===== src/rtl/sha_mac_pkg.sv =====
// Shared types, constants and helper functions for the SHA-1 code engine.
// Assumes 32-bit words and the fixed 80-round SHA-1 schedule.
package sha_mac_pkg;

    localparam int WORD_W    = 32;
    localparam int MSG_WORDS = 16;
    localparam int ROUNDS    = 80;
    localparam int RND_W     = $clog2(ROUNDS);
    localparam int BLK_W     = WORD_W * MSG_WORDS;
    localparam int DIG_W     = WORD_W * 5;
    localparam int HALF_W    = 2 * WORD_W;

    localparam logic [WORD_W-1:0] IV_A = 32'h6745_2301;
    localparam logic [WORD_W-1:0] IV_B = 32'hEFCD_AB89;
    localparam logic [WORD_W-1:0] IV_C = 32'h98BA_DCFE;
    localparam logic [WORD_W-1:0] IV_D = 32'h1032_5476;
    localparam logic [WORD_W-1:0] IV_E = 32'hC3D2_E1F0;

    typedef enum logic [1:0] {
        MODE_MAC    = 2'd0,
        MODE_MAC_ID = 2'd1,
        MODE_NXT    = 2'd2,
        MODE_NXT_ID = 2'd3
    } mac_mode_e;

    typedef enum logic [1:0] {
        ST_IDLE = 2'd0,
        ST_RUN  = 2'd1,
        ST_FIN  = 2'd2
    } eng_state_e;

    typedef struct packed {
        logic [WORD_W-1:0] a;
        logic [WORD_W-1:0] b;
        logic [WORD_W-1:0] c;
        logic [WORD_W-1:0] d;
        logic [WORD_W-1:0] e;
    } sha_state_t;

    // Round-group boolean function.
    function automatic logic [WORD_W-1:0] grp_func(input logic [1:0] grp,
                                                   input logic [WORD_W-1:0] b,
                                                   input logic [WORD_W-1:0] c,
                                                   input logic [WORD_W-1:0] d);
        case (grp)
            2'd0:    grp_func = (b & c) | (~b & d);
            2'd2:    grp_func = (b & c) | (b & d) | (c & d);
            default: grp_func = b ^ c ^ d;
        endcase
    endfunction

    // Round-group additive constant.
    function automatic logic [WORD_W-1:0] grp_const(input logic [1:0] grp);
        case (grp)
            2'd0:    grp_const = 32'h5A82_7999;
            2'd1:    grp_const = 32'h6ED9_EBA1;
            2'd2:    grp_const = 32'h8F1B_BCDC;
            default: grp_const = 32'hCA62_C1D6;
        endcase
    endfunction

endpackage


===== src/rtl/sha_msg_sched.sv =====
// Message schedule: a 16-word circular shift register.
// The head word is W_t of the current round.
// load_i fills it from a 512-bit block, with W0 in the top bits.
// adv_i drops the head and appends the next expanded word.
// Assumes load_i and adv_i are never high together.
module sha_msg_sched
    import sha_mac_pkg::*;
(
    input  logic              clk,
    input  logic              rst_n,
    input  logic              load_i,
    input  logic              adv_i,
    input  logic [BLK_W-1:0]  block_i,
    output logic [WORD_W-1:0] w_o
);

    logic [WORD_W-1:0] w_q [MSG_WORDS];
    logic [WORD_W-1:0] mix;
    logic [WORD_W-1:0] w_new;

    // Next expanded word from taps 13, 8, 2 and 0, rotated left by one.
    always_comb begin
        mix   = w_q[13] ^ w_q[8] ^ w_q[2] ^ w_q[0];
        w_new = {mix[WORD_W-2:0], mix[WORD_W-1]};
    end

    assign w_o = w_q[0];

    for (genvar i = 0; i < MSG_WORDS; i++) begin : g_word
        // Per-slot register: block load, shift toward the head, or hold.
        always_ff @(posedge clk) begin
            if (!rst_n) begin
                w_q[i] <= '0;
            end else if (load_i) begin
                w_q[i] <= block_i[BLK_W-1-i*WORD_W -: WORD_W];
            end else if (adv_i) begin
                if (i == MSG_WORDS - 1) begin
                    w_q[i] <= w_new;
                end else begin
                    w_q[i] <= w_q[i+1];
                end
            end
        end
    end

    // the schedule is never reloaded and advanced in the same cycle.
    assert_sched_excl_R2: assert property (@(posedge clk) disable iff (!rst_n)
        !(load_i && adv_i));

endmodule


===== src/rtl/sha_round_core.sv =====
// Working variables A to E with one SHA-1 round per step.
// init_i loads the initial values. step_i runs round rnd_i using w_i.
// final_i latches the digest, which is the state plus the initial values.
// sum_o is that same sum, available combinationally.
// Assumes that at most one command is high in any cycle.
module sha_round_core
    import sha_mac_pkg::*;
(
    input  logic              clk,
    input  logic              rst_n,
    input  logic              init_i,
    input  logic              step_i,
    input  logic              final_i,
    input  logic [RND_W-1:0]  rnd_i,
    input  logic [WORD_W-1:0] w_i,
    output logic [DIG_W-1:0]  sum_o,
    output logic [DIG_W-1:0]  digest_o
);

    sha_state_t        st_q;
    sha_state_t        st_nx;
    logic [1:0]        grp;
    logic [WORD_W-1:0] tmp;
    logic [DIG_W-1:0]  dig_q;

    // Round group from the round index.
    always_comb begin
        if (rnd_i < RND_W'(20))      grp = 2'd0;
        else if (rnd_i < RND_W'(40)) grp = 2'd1;
        else if (rnd_i < RND_W'(60)) grp = 2'd2;
        else                         grp = 2'd3;
    end

    // One compression round.
    always_comb begin
        tmp = {st_q.a[WORD_W-6:0], st_q.a[WORD_W-1:WORD_W-5]}
            + grp_func(grp, st_q.b, st_q.c, st_q.d)
            + w_i + grp_const(grp) + st_q.e;
        st_nx.a = tmp;
        st_nx.b = st_q.a;
        st_nx.c = {st_q.b[1:0], st_q.b[WORD_W-1:2]};
        st_nx.d = st_q.c;
        st_nx.e = st_q.d;
    end

    // Final addition of the initial chaining values.
    assign sum_o = {st_q.a + IV_A, st_q.b + IV_B, st_q.c + IV_C,
                    st_q.d + IV_D, st_q.e + IV_E};

    // Working-variable register.
    always_ff @(posedge clk) begin
        if (!rst_n) begin
            st_q <= '0;
        end else if (init_i) begin
            st_q <= '{a: IV_A, b: IV_B, c: IV_C, d: IV_D, e: IV_E};
        end else if (step_i) begin
            st_q <= st_nx;
        end
    end

    // Digest register, written only by the final step.
    always_ff @(posedge clk) begin
        if (!rst_n) begin
            dig_q <= '0;
        end else if (final_i) begin
            dig_q <= sum_o;
        end
    end

    assign digest_o = dig_q;

    // commands from the sequencer are mutually exclusive.
    assert_one_cmd_R4: assert property (@(posedge clk) disable iff (!rst_n)
        $onehot0({init_i, step_i, final_i}));

    // a round is never run with an index past the last round.
    assert_rnd_range_R4: assert property (@(posedge clk) disable iff (!rst_n)
        step_i |-> (rnd_i < RND_W'(ROUNDS)));

    // the digest changes only through a final step.
    assert_dig_hold_R2: assert property (@(posedge clk) disable iff (!rst_n)
        !final_i |=> $stable(dig_q));

endmodule


===== src/rtl/sha_serial_out.sv =====
// Bit-serial digest port.
// load_i captures a digest so that bit 0 of word A appears first.
// Each rd_i moves the port on by one bit, through A, B, C, D and E, each from its LSB.
// Assumes rd_i is gated off by the caller while a run is in progress.
module sha_serial_out
    import sha_mac_pkg::*;
(
    input  logic             clk,
    input  logic             rst_n,
    input  logic             load_i,
    input  logic             rd_i,
    input  logic [DIG_W-1:0] digest_i,
    output logic             bit_o
);

    logic [DIG_W-1:0] sr_q;
    logic [DIG_W-1:0] reord;

    // Reverse the word order so that word A sits at the low end.
    for (genvar k = 0; k < 5; k++) begin : g_reord
        assign reord[k*WORD_W +: WORD_W] = digest_i[DIG_W-1-k*WORD_W -: WORD_W];
    end

    // Shift register: load on completion, shift right on each read.
    always_ff @(posedge clk) begin
        if (!rst_n) begin
            sr_q <= '0;
        end else if (load_i) begin
            sr_q <= reord;
        end else if (rd_i) begin
            sr_q <= {1'b0, sr_q[DIG_W-1:1]};
        end
    end

    assign bit_o = sr_q[0];

    // after a read, the port shows the bit that was next in line.
    assert_ser_step_R8: assert property (@(posedge clk) disable iff (!rst_n)
        (rd_i && !load_i) |=> (bit_o == $past(sr_q[1])));

endmodule


===== src/rtl/sha_mac_engine.sv =====
// Top of the challenge-response SHA-1 code engine.
// It holds the self-clearing challenge and builds the 512-bit message.
// It sequences 80 rounds and the final addition, then publishes:
//   - the digest;
//   - the serial stream;
//   - in next-secret modes, the derived secret.
// Assumes secret_i and dev_id_i are valid on the edge that accepts start.
module sha_mac_engine
    import sha_mac_pkg::*;
#(
    parameter logic [10*32-1:0] PAD_WORDS = {32'h8000_0000, {8{32'h0000_0000}}, 32'h0000_0180},
    parameter logic [63:0]      NOID_FILL = 64'h0
) (
    input  logic         clk,
    input  logic         rst_n,
    input  logic         start_i,
    input  logic [1:0]   mode_i,
    input  logic [63:0]  secret_i,
    input  logic         chal_we_i,
    input  logic [63:0]  chal_i,
    input  logic [63:0]  dev_id_i,
    input  logic         rd_i,
    output logic         busy_o,
    output logic         done_o,
    output logic [159:0] digest_o,
    output logic         bit_o,
    output logic [63:0]  next_secret_o,
    output logic         next_valid_o
);

    eng_state_e        st_q;
    logic [RND_W-1:0]  rnd_q;
    mac_mode_e         mode_q;
    logic [HALF_W-1:0] chal_q;
    logic [HALF_W-1:0] mid;
    logic [BLK_W-1:0]  blk;
    logic [WORD_W-1:0] w_cur;
    logic [DIG_W-1:0]  sum;
    logic              accept;
    logic              in_run;
    logic              in_fin;
    logic              done_q;
    logic              nv_q;
    logic [HALF_W-1:0] ns_q;

    assign accept = start_i && (st_q == ST_IDLE);
    assign in_run = (st_q == ST_RUN);
    assign in_fin = (st_q == ST_FIN);

    // Middle field selection and message assembly.
    always_comb begin
        case (mac_mode_e'(mode_i))
            MODE_MAC: mid = NOID_FILL;
            MODE_NXT: mid = '1;
            default:  mid = dev_id_i;
        endcase
        blk = {secret_i, chal_q, mid, PAD_WORDS};
    end

    // Sequencer: idle, then 80 rounds, then the final addition.
    always_ff @(posedge clk) begin
        if (!rst_n) begin
            st_q   <= ST_IDLE;
            rnd_q  <= '0;
            mode_q <= MODE_MAC;
        end else begin
            case (st_q)
                ST_IDLE: if (accept) begin
                    st_q   <= ST_RUN;
                    rnd_q  <= '0;
                    mode_q <= mac_mode_e'(mode_i);
                end
                ST_RUN: begin
                    rnd_q <= rnd_q + 1'b1;
                    if (rnd_q == RND_W'(ROUNDS - 1)) st_q <= ST_FIN;
                end
                default: st_q <= ST_IDLE;
            endcase
        end
    end

    // Challenge register: cleared by an accepted start, otherwise written on strobe.
    always_ff @(posedge clk) begin
        if (!rst_n) begin
            chal_q <= '0;
        end else if (accept) begin
            chal_q <= '0;
        end else if (chal_we_i) begin
            chal_q <= chal_i;
        end
    end

    // Completion pulse and derived-secret publication.
    always_ff @(posedge clk) begin
        if (!rst_n) begin
            done_q <= 1'b0;
            nv_q   <= 1'b0;
            ns_q   <= '0;
        end else begin
            done_q <= in_fin;
            nv_q   <= in_fin && mode_q[1];
            if (in_fin && mode_q[1]) ns_q <= sum[HALF_W-1:0];
        end
    end

    sha_msg_sched u_sched (
        .clk     (clk),
        .rst_n   (rst_n),
        .load_i  (accept),
        .adv_i   (in_run),
        .block_i (blk),
        .w_o     (w_cur)
    );

    sha_round_core u_core (
        .clk      (clk),
        .rst_n    (rst_n),
        .init_i   (accept),
        .step_i   (in_run),
        .final_i  (in_fin),
        .rnd_i    (rnd_q),
        .w_i      (w_cur),
        .sum_o    (sum),
        .digest_o (digest_o)
    );

    sha_serial_out u_ser (
        .clk      (clk),
        .rst_n    (rst_n),
        .load_i   (in_fin),
        .rd_i     (rd_i && !busy_o),
        .digest_i (sum),
        .bit_o    (bit_o)
    );

    assign busy_o        = (st_q != ST_IDLE);
    assign done_o        = done_q;
    assign next_valid_o  = nv_q;
    assign next_secret_o = ns_q;

    // the completion pulse lasts a single cycle.
    assert_done_pulse_R4: assert property (@(posedge clk) disable iff (!rst_n)
        done_o |=> !done_o);

    // an accepted start leaves the challenge register at zero.
    assert_chal_clear_R6: assert property (@(posedge clk) disable iff (!rst_n)
        accept |=> (chal_q == '0));

    // a start request during a run does not change the captured mode.
    assert_busy_start_R5: assert property (@(posedge clk) disable iff (!rst_n)
        (busy_o && start_i) |=> $stable(mode_q));

    // the derived secret is only ever flagged along with completion.
    assert_nv_with_done_R9: assert property (@(posedge clk) disable iff (!rst_n)
        next_valid_o |-> done_o);

    // busy falls exactly when done rises.
    assert_busy_done_R4: assert property (@(posedge clk) disable iff (!rst_n)
        $rose(done_o) |-> ($fell(busy_o)));

endmodule


===== config.mk =====
export PLATFORM = sky130hd
export DESIGN_NAME = sha_mac_engine
export DESIGN_NICKNAME = d
export VERILOG_FILES = /design/src/rtl/sha_mac_pkg.sv /design/src/rtl/sha_msg_sched.sv /design/src/rtl/sha_round_core.sv /design/src/rtl/sha_serial_out.sv /design/src/rtl/sha_mac_engine.sv
export SDC_FILE = /design/constraint.sdc
export NUM_CORES = 2
export LEC_CHECK = 0
export ABC_AREA = 1
export BUFFER_PORTS_ARGS = -buffer_cell sky130_fd_sc_hd__buf_2
export CAP_MARGIN = 20
export CORE_AREA = 3 3 307 309
export CTS_CLUSTER_DIAMETER = 120
export DETAILED_ROUTE_END_ITERATION = 10
export DIE_AREA = 0 0 310 312
export PLACE_DENSITY = 0.77
export RECOVER_POWER = 50
export SYNTH_ARGS = -nofsm -noshare
export SYNTH_HDL_FRONTEND = slang
export SYNTH_SLANG_ARGS = --single-unit

===== constraint.sdc =====
create_clock -name clk -period 38.2 [get_ports clk]
set_input_delay 3.82 -clock clk [delete_from_list [all_inputs] [get_ports clk]]
set_output_delay 3.82 -clock clk [all_outputs]
set_load 0.005 [all_outputs]

Yosys cells after proc, flatten, opt, wreduce, memory -nomap -nowiden
Memory sizes are Yosys's and may differ from the RTL's.
Cells that the tools add are included.
Widths: inputs -> output; s select.
Storage, ports and cells
  flip-flop bits (word level): 621
  RAM bits: 512
  memories: 1
Memory list
  u_sched.w_q: depth 16, width 32, read ports 16, clocked after memory_dff 0, wr ports 16, RTL line sha_msg_sched.sv:17  | logic [WORD_W-1:0] w_q [MSG_WORDS];
Cells by class
  $add $sub $neg: 10
  order comparisons: 3
  eq/ne operators: 8
  multiplexer cells: 55
  bitwise logic cells: 46
  reduce and logical (&&, ||, !) cells: 15
Operator list (number)
  $mux 32: 32
  $mux 160: 2
  $mux 159: 2
  $xor 32x32->32: 5
  $add 32x32->32: 4
  $and 32x32->32: 4
  $pmux 64 s2: 1
  $add 32x32->32 const B: 3
  $or 32x32->32: 3
  $pmux 32 s3: 1
  $pmux 32 s2: 1
  $add 32x29->32 const B: 1
  $add 32x31->32 const B: 1
  $not 32->32: 1
  $or 1x1->1: 32
  $lt 7x6->1 const B: 2
  $pmux 7 s2: 1
  $mux 1: 9
  $mux 2: 4
  $reduce_bool 2->1: 4
  $add 7x1->7 const B: 1
  $eq 7x7->1 const B: 1
  $lt 7x5->1 const B: 1
  $mux 7: 1
  other kinds (11): 20

Logic depth before layout (Yosys ltp)
  word-level depth: 12
  depth in mapped cells: 37

Hierarchy
A second synthesis with hierarchy kept.
Unflattened totals
  cells, all modules: 8180
  area total of the unflattened synthesis: 60536.8 um^2
By module, submodules not included
  sha_msg_sched: instances 1, cells each 2679, area each 24143.2 um^2, sequential area each 15374.7 um^2
  sha_round_core: instances 1, cells each 3347, area each 22786.9 um^2, sequential area each 6406.1 um^2
  sha_serial_out: instances 1, cells each 1364, area each 8041.5 um^2, sequential area each 3203.1 um^2
  sha_mac_engine: instances 1, cells each 790, area each 5565.3 um^2, sequential area each 2802.7 um^2

Worst setup path before layout
OpenSTA, ideal clock, no wires.
  kind: input to register
  start point: in rst_n
  end point: mem u_sched.w_q[0][0] (enable)
  setup time: 3451 ps
  arrival: 12104 ps
  required time: 34749 ps
  setup slack: 22645 ps
  cell stages on the path: 5
  path buffers: 2
  cells stage by stage: buf_2 -> inv_2 -> buf_2 -> nor2_4 -> nand2_1
RTL lines
  start: declaration: RTL line sha_mac_engine.sv:15  | input logic rst_n,
  end: declaration: RTL line sha_msg_sched.sv:17

==> impl_metrics.yaml <==
status:
  outcome: "finished, violations left"
  violations: "max-capacitance violations, max-slew violations"
worst_setup_path:
  cp-end-kind: "flop"
  cp_max_fo: 178
  crit_type: "in -> reg"
  required_ns: 38.74
  cp-start-kind: "primary input"
  cp.arrival_ns: 21.99
layout:
  drive_above_1_share: 0.08751
  syn_to_final_growth_pct: 11.30
  final_core_util: 0.6676
  layout.nets: 7164
route:
  wl_per_cell_um: 21.69
  final_antenna_net_count: 0
  drtIter0Drc: 5173
  dr.pass1.iters: 6
  via_per_inst: 5.841
  drt-total-wl_um: 175300
  vias: 47213
  drcViolationCount: 0
timing:
  tightest_slew_ns: 5.900
  finClkSkew_ns: 0.03817
  rsz0062_at_grt: "false"
  fin_setup_tns_ns: 0
  fmax_mhz: 46.62
  hold_violations: 0
  setup_viol: 0
  slew_violations: 1034
  period_share: 0.5615
  slew_headroom: -2.933
  min_period_ns: 21.45
die:
  io-pin-count: 427
  row_count: 111
  core-area_sq_um: 91660
  start_util: 0.5998
  die-area_sq_um: 96720
  fp.dieW_um: 310
  dieHeight_um: 312
grt:
  grt_max_degree: 226
  grt_overflow: 0
  grt_pass1_vias: 44494
  antenna_found_initial: 9
  grt_pass1_wl_um: 264200
  grt_use_total: 0.3563
clock_tree:
  clk_latency_ns: 0.73
  numCtsBuffers: 112
  post-cts-setup-buffers: 0
  cts-resized-gates: 0
  cts_tree: "done"
  cts_hold_buf: 0
  clockRootBuffer: "clkbuf_16"
  clk_pin_slew_worst_paths_ns: 0.06
  h-tree-depth: 3
  cts.sinks: 1132
  clk_path_buf_depth: 3
logic_synthesis:
  seq_area_frac_synth: 0.5054
  syn_area_per_cell_sq_um: 8.358
  synthTopCellsByArea: "edfxtp_1, dfxtp_1, nand2_1, a21oi_1, o21ai_0"
  syn_area_sq_um: 54980
  ys_ff_latch: 1132
  netlist_instances: 6578
  synth_cell_type_count: 53
  synth_top_cell_by_area: "edfxtp_1"
  synth_warnings: 0
  syn-num-nets: 6945
  synth_top_area_share: 0.2797
place:
  place_congestion: 1.022
  hpwl_um: 126800
  port_buffers: 426
worst_hold_path:
  hp-class: "reg -> reg"
pwr:
  ir_drop_uv: 42.81
  power_leakage_uw: 0.02513
  power_density_nw_per_um2: 57.84
job:
  cap_viol_max_count: 11
[through the flow]
step                power, uW  hold WS (ns)  cells  worst slack [ns]  area, sq um
global route             3706        0.4780   8077             15.48        61180
floorplan                2092        0.4393   6578             22.65        54980
detailed placement       2384        0.4527   7867             30.40        57490
finish                   3539        0.4610   8083             16.75        61190
CTS                      3527        0.4617   8075             31.18        61380
global placement         2369        0.4487   7867             30.44        57490
[cell type report]
type	instances	area (sq um)
repair buffers	464	2275
well taps	1186	1484
inverters	833	3136
diodes	6	15.01
clock buffers	148	3154
clock inverters	60	733.2
fillers	7732	30470
multi-input cells	4254	22610
flip-flops and latches	1132	27790
[registers in the layout (all words and copies together), names as in the netlist]
signal and cells:
u_core.digest_o 160, u_core.st_q 32, next_secret_o 64, chal_q 64, u_core.st_nx 128, u_sched.w_q 512, st_q 2, u_ser.sr_q 160
rnd_q 7, next_valid_o 1, done_o 1, mode_q 1
[where the power goes]
part	switching (uW)	total (uW)	internal, uW
clock network	489	1150	660
registers	108	1490	1380
logic	620	903	283
[worst max-delay path, cell delays in order]
cell and delay (ns):
clkbuf_1 4.03, clkinvlp_2 6.19, nor2_1 0.62, clkinvlp_2 4.30, buf_4 1.94, buf_4 0.48, o21ai_0 0.28
[synthesized netlist by cell type (all sizes together)]
library cell and instances:
nand2 1332, inv 831, a21oi 701, o21ai 697
dfxtp 620, nor2 588, edfxtp 512, nand3 332
clkbuf 251, fa 120, a32o 108, buf 108
xor2 79, ha 48, xnor2 38, or2 33
nand4 32, a31oi 27, nor3 25, o21bai 20
o211ai 15, a221oi 11, nand3b 11, a21o 6
a22oi 6, o21a 6, nor4 5, a211oi 3
and2 2, clkinv 2, o22ai 2, o31ai 2
a21boi 1, a2bb2oi 1, and3 1, nand2b 1
nor3b 1
[worst paths after layout]
path                                      from                                end  slack (ns)  depth (start not counted)
max                                      rst_n       u_sched.w_q[1][24]$_DFFE_PP_       16.75                          7
max reg2reg               st_q[0]$_SDFFE_PN0P_       u_sched.w_q[1][24]$_DFFE_PP_       29.67                          8
min          u_core.digest_o[150]$_SDFFE_PN0P_  u_core.digest_o[150]$_SDFFE_PN0P_        0.46                          2
min reg2reg  u_core.digest_o[150]$_SDFFE_PN0P_  u_core.digest_o[150]$_SDFFE_PN0P_        0.46                          2
[layer usage]
layer  track usage  wire length (um)
met4        0.1771             10330
met3       0.06370             13590
met5             0                61
met2        0.5903             84510
met1        0.4494             66850
[placed cells by master, fill, tap and decap left out, types with 20 or more instances in the layout]
| master | netlist | final |
|---|---|---|
| nand2_1 | 1318 | 1315 |
| inv_1 | 810 | 810 |
| a21oi_1 | 699 | 699 |
| o21ai_0 | 685 | 686 |
| dfxtp_1 | 620 | 620 |
| nor2_1 | 565 | 567 |
| edfxtp_1 | 512 | 512 |
| nand3_1 | 326 | 326 |
| buf_2 | 79 | 284 |
| clkbuf_1 | 247 | 163 |
| fa_1 | 120 | 120 |
| clkbuf_16 | 0 | 115 |
| a32o_1 | 108 | 108 |
| xor2_1 | 79 | 79 |
| ha_1 | 48 | 48 |
| xnor2_1 | 38 | 38 |
| nand4_1 | 32 | 32 |
| or2_2 | 32 | 32 |
| buf_4 | 5 | 28 |
| a31oi_1 | 27 | 27 |
| clkinv_2 | 0 | 25 |
| nor3_1 | 24 | 24 |
| o21bai_1 | 20 | 20 |
[kinds of logic after synthesis]
kind of cell,share of synthesized area
adder cells (fa/ha/maj),0.05462
buffers and inverters,0.08402
flip-flops,0.5054
AND/OR/NAND/NOR,0.1768
AO/OA/AOI/OAI,0.1605
XOR/XNOR,0.01864
Note: power is estimated with default switching activity, not from simulation.
